## src/rtl/stat_reg_pkg.sv

```systemverilog
package stat_reg_pkg;
    localparam int SR_W = 32;
    localparam logic [SR_W-1:0] FLAG_GRP   = 32'hF000_0000;
    localparam logic [SR_W-1:0] CTRL_GRP   = 32'h0000_00CF;
    localparam logic [SR_W-1:0] STATE_GRP  = 32'h0000_0020;
    localparam logic [SR_W-1:0] SAVED_GRP  = FLAG_GRP | CTRL_GRP | STATE_GRP;
    localparam logic [SR_W-1:0] MODE_TOP   = 32'h0000_0010;
    localparam logic [SR_W-1:0] RESET_LIVE = 32'h0000_00D3;
    localparam logic [4:0]      MODE_USER  = 5'b10000;

    typedef struct packed {
        logic [SR_W-1:0] live;
        logic [SR_W-1:0] saved;
        logic            refill;
    } sr_state_t;
endpackage

```

## src/rtl/sr_imm_rotator.sv

```systemverilog
module sr_imm_rotator #(
    parameter int DATA_W = 32,
    parameter int IMM_W  = 8,
    parameter int ROT_W  = 4
) (
    input  logic [IMM_W-1:0]  imm,
    input  logic [ROT_W-1:0]  rot,
    output logic [DATA_W-1:0] value
);
    localparam int AMT_W = $clog2(DATA_W);

    logic [DATA_W-1:0]   ext;
    logic [AMT_W-1:0]    amt;
    logic [2*DATA_W-1:0] twice;

    assign ext   = DATA_W'(imm);
    assign amt   = AMT_W'({rot, 1'b0});
    assign twice = {ext, ext} >> amt;
    assign value = twice[DATA_W-1:0];
endmodule

```

## src/rtl/sr_field_mask.sv

```systemverilog
module sr_field_mask #(
    parameter int DATA_W = 32
) (
    input  logic              ctrl_en,
    input  logic              flag_en,
    output logic [DATA_W-1:0] mask
);
    localparam int LANES = DATA_W / 8;

    for (genvar g = 0; g < LANES; g++) begin : g_lane
        if (g == 0) begin : g_ctrl
            assign mask[g*8 +: 8] = {8{ctrl_en}};
        end else if (g == LANES - 1) begin : g_flag
            assign mask[g*8 +: 8] = {8{flag_en}};
        end else begin : g_none
            assign mask[g*8 +: 8] = 8'h00;
        end
    end
endmodule

```

## src/rtl/stat_reg_unit.sv

```systemverilog
module stat_reg_unit
    import stat_reg_pkg::*;
#(
    parameter int IMM_W = 8,
    parameter int ROT_W = 4
) (
    input  logic             clk,
    input  logic             rst_n,
    input  logic             req_valid,
    input  logic             req_saved,
    input  logic             req_ctrl_en,
    input  logic             req_flag_en,
    input  logic             req_use_imm,
    input  logic [SR_W-1:0]  req_reg_op,
    input  logic [IMM_W-1:0] req_imm8,
    input  logic [ROT_W-1:0] req_rot4,
    input  logic             rd_saved,
    output logic [SR_W-1:0]  rd_data,
    output logic [SR_W-1:0]  cur_sr,
    output logic [SR_W-1:0]  saved_sr,
    output logic [4:0]       cur_mode,
    output logic             refill
);
    sr_state_t       st_d, st_q;
    logic [SR_W-1:0] imm_val_d;
    logic [SR_W-1:0] operand_d;
    logic [SR_W-1:0] field_mask_d;
    logic [SR_W-1:0] saved_mask_d;
    logic            privileged_d;

    sr_imm_rotator #(.DATA_W(SR_W), .IMM_W(IMM_W), .ROT_W(ROT_W)) u_rot (
        .imm   (req_imm8),
        .rot   (req_rot4),
        .value (imm_val_d)
    );

    sr_field_mask #(.DATA_W(SR_W)) u_mask (
        .ctrl_en (req_ctrl_en),
        .flag_en (req_flag_en),
        .mask    (field_mask_d)
    );

    always_comb begin
        operand_d    = req_use_imm ? imm_val_d : req_reg_op;
        saved_mask_d = field_mask_d & SAVED_GRP;
        privileged_d = (st_q.live[4:0] != MODE_USER);
        st_d         = st_q;
        st_d.refill  = 1'b0;
        if (req_valid) begin
            if (req_saved) begin
                st_d.saved = (st_q.saved & ~saved_mask_d) | (operand_d & saved_mask_d);
            end else begin
                st_d.refill = 1'b1;
                if (|(field_mask_d & FLAG_GRP)) begin
                    st_d.live = (st_d.live & ~FLAG_GRP) | (operand_d & FLAG_GRP);
                end
                if (|(field_mask_d & STATE_GRP)) begin
                    st_d.live = (st_d.live & ~STATE_GRP) | (operand_d & STATE_GRP);
                end
                if (privileged_d && |(field_mask_d & CTRL_GRP)) begin
                    st_d.live = (st_d.live & ~CTRL_GRP) | (operand_d & CTRL_GRP) | MODE_TOP;
                end
            end
        end
    end

    always_ff @(posedge clk) begin
        if (!rst_n) begin
            st_q.live   <= RESET_LIVE;
            st_q.saved  <= '0;
            st_q.refill <= 1'b0;
        end else begin
            st_q <= st_d;
        end
    end

    assign cur_sr   = st_q.live;
    assign saved_sr = st_q.saved;
    assign cur_mode = st_q.live[4:0];
    assign refill   = st_q.refill;
    assign rd_data  = rd_saved ? st_q.saved : st_q.live;
endmodule

```

## config.mk

```make
export PLATFORM = sky130hd
export DESIGN_NAME = stat_reg_unit
export DESIGN_NICKNAME = d
export VERILOG_FILES = /design/src/rtl/stat_reg_pkg.sv /design/src/rtl/sr_imm_rotator.sv /design/src/rtl/sr_field_mask.sv /design/src/rtl/stat_reg_unit.sv
export SDC_FILE = /design/constraint.sdc
export NUM_CORES = 1
export LEC_CHECK = 0
export BUFFER_PORTS_ARGS = -buffer_cell sky130_fd_sc_hd__buf_2
export CORE_MARGIN = 2
export CORE_UTILIZATION = 30
export CTS_BUF_LIST = sky130_fd_sc_hd__clkbuf_4 sky130_fd_sc_hd__clkbuf_8 sky130_fd_sc_hd__clkbuf_16
export CTS_CLUSTER_SIZE = 25
export DETAILED_ROUTE_END_ITERATION = 10
export PLACE_DENSITY = 0.66
export SLEW_MARGIN = 10
export SYNTH_ARGS = -nofsm -noshare
export SYNTH_HDL_FRONTEND = slang
export SYNTH_SLANG_ARGS = --single-unit
```

## constraint.sdc

```tcl
create_clock -name clk -period 1.5 [get_ports clk]
set_clock_uncertainty 0.2 [all_clocks]
set_input_delay 0.075 -clock clk [delete_from_list [all_inputs] [get_ports clk]]
set_output_delay 0.075 -clock clk [all_outputs]
set_load 0.01 [all_outputs]
```

==> summary.txt <==
Floorplanning
  • Core Box Area: 6314 µm²
  • I/O pins: 154
  • Die X: 84.46 µm
  • Starting Density: 30.76%
  • DIE AREA: 7133 µm²
  • Chip height: 84.46 µm
  • Core Rows: 29

Critical path
  • Critical path launch point type: register
  • CP Capture Type: register
  • Crit-path max FO: 6
  • CP max stage delay: 0.33 ns
  • Data arrival, critical path: 1.47 ns
  • CP max-delay cell: dfxtp_2
  • Worst path cell trace: nor4b_2 > a21o_2 > mux2_4 > nand2_2
  • Crit Path Class: register to register
  • Worst path required time: 1.51 ns

Layout
  • Final core occ: 38.84%
  • Share of cells above drive strength 1: 40.44%
  • Area Growth Syn to Fin: 26.29%
  • Multi-input gate area: 1151 µm²
  • Register area: 483.0 µm²
  • Fill cells: 682
  • Final antenna diode count: 0
  • Final #Nets: 372

STA
  • RSZ-0062 raised after global routing: true
  • Peak Freq: 0.6833 GHz
  • Setup violations, final: 0
  • Slew Viols, Final: 0
  • Fin crit share: 97.56%
  • Hold WS: 0.03891 ns
  • Final Critical Period: 1.463 ns
  • Final Hold Viols: 0
  • Setup ws final: 0.03660 ns

Synth
  • Synth unique cells: 47
  • Top cells by count, synth: buf_4, dfxtp_1, o21ai_0
  • Dominant cells by area after synthesis: buf_4, dfxtp_1, mux2_2
  • Largest area contributor in the netlist: buf_4
  • Synth Register Bits: 24
  • Synth top area share: 25.90%
  • Cells after Synth: 227
  • Post-Syn Area: 1942 µm²
  • Number of flops mapped to enable cells by yosys: 0
  • Post-synthesis sequential area ratio: 24.74%
  • Synth Flop Type: dfxtp_1
  • Mapped Avg Cell Area: 8.554 µm²
  • Yosys Warn Count: 0
  • Top-count cell post-synth: buf_4
  • FFs w/ async S/R, synth: 0%

Pwr
  • Power Density: 651.4 nW/µm²
  • Worst vdd ir: 0.3442 mV
  • Final Power: 0.001597 W
  • LEAKAGE: 1.246 nW

Clocking
  • TritonCTS clock tree: built
  • H-tree levels: 1
  • Num CTS Buffers: 3
  • CTS clk-pin slew, worst paths: 0.08 ns
  • TritonCTS Sinks: 24
  • Setup Buffers After CTS: 0
  • Later-pin clock latency in the skew report: 0.26 ns
  • Root Driver: clkbuf_8
  • CTS max path bufs: 2

Place
  • Count of buffers from port buffering: 71
  • Pre-CTS setup slack: -0.2371 ns
  • DP HPWL: 3893 µm
  • Gpl congestion: 0.8554

Flow run
  • Max Cap Viol: 0

Hold path
  • Worst hold path class: input port to register

Detailed routing
  • Post-Route WL: 4894 µm
  • DR vias/cell: 4.492
  • Number of remaining DRC errors: 0
  • DRT Pass-1 Iters: 4
  • Antenna Nets Post-Route: 0
  • Post-DR wirelength/cell: 12.36 µm
  • Initial DRC count: 54
  • Routed via count: 1,779

Status
  • Status: complete, no violations

Global routing
  • Total gr overflow: 0
  • First-pass GRT wire length: 7452 µm
  • Antenna violations before repair: 0
  • GR Util All Layers: 12.80%
  • Vias in the first global route: 1,503
  • Pin count of the biggest net entering global routing: 16
## report_power, final
part | leakage, nW | switching (W) | internal, W | total [W]
sequential | 0.196 | 0.0000192 | 0.000666 | 0.000685
combinational | 1.02 | 0.000277 | 0.000211 | 0.000487
clock | 0.0288 | 0.000191 | 0.000234 | 0.000425
total | 1.25 | 0.000487 | 0.00111 | 0.00160
## worst max-delay path: cells and delay by family, from the launching register on
| family | cells | cell delay, ns |
|---|---|---|
| multiplexers | 1 | 0.32 |
| AO/OA/AOI/OAI | 1 | 0.24 |
| AND/OR/NAND/NOR | 2 | 0.32 |
| flip-flops | 1 | 0.33 |
## final cells by class
cell class,instances,share of cell area (%)
repair buffers,107,26.73
well taps,77,3.929
flip-flops and latches,24,19.69
clock buffers,4,2.245
multi-input cells,181,46.94
inverters,3,0.4592
## logic make-up after synthesis
family / after synthesis / share of synthesized area (%)
DFF: 24 / 24.74
buffers and inverters: 82 / 29.51
and+or+nand+nor: 48 / 15.92
other: 1 / 0.1931
AOI/OAI and AO/OA: 52 / 17.46
muxes: 20 / 12.18
## routing by layer
metal / share of wire, % / up-vias / GRT usage, %
met5: 0 / - / 0
met3: 7.3 / 2 / 1.082
met4: 0.74 / 0 / 3.463
li1: - / 878 / -
met2: 46 / 95 / 20.49
met1: 46 / 804 / 18.50
## stage by stage
stage	TNS, ns	cell area (µm²)	cells
final	0	2452	396
after detailed placement	-2.006	2251	381
after floorplan	0	2173	287
after global placement	-1.801	2251	381
after CTS	-0.01752	2411	395
after global routing	-0.02737	2452	396
## what timing repair did
action,4_1_cts,5_1_grt
hold buffers,10,1
hold endpoints to repair,16,1
pin swaps,4,3
cloned,0,0
gates resized for setup,2,8
setup endpoints to repair,2,6
## worst paths after layout
path	endpoint	slack, ns	from	cells after the start
max	cur_sr[1]$_SDFFE_PN1P_	0.04	cur_sr[2]$_SDFFE_PN0P_	4
min	register	0.04	req_reg_op[6]	4
max reg2reg	cur_sr[1]$_SDFFE_PN1P_	0.04	cur_sr[2]$_SDFFE_PN0P_	4
min reg2reg	register	0.29	register	2
## cells in the final DEF (no fill, tap or decap), types with 3 or more instances in the layout
master         instances
buf_2                 71
conb_1                61
buf_4                 25
dfxtp_1               22
o21ai_0               16
a21oi_1               15
mux2_2                12
dlygate4sd3_1         10
nand2_1                6
and3_1                 6
mux2i_1                5
nand3_1                4
nor2_1                 4
clkbuf_8               4
nor2b_1                3
inv_1                  3
nand3b_1               3
a211oi_1               3
(Power assumes the default switching activity.)
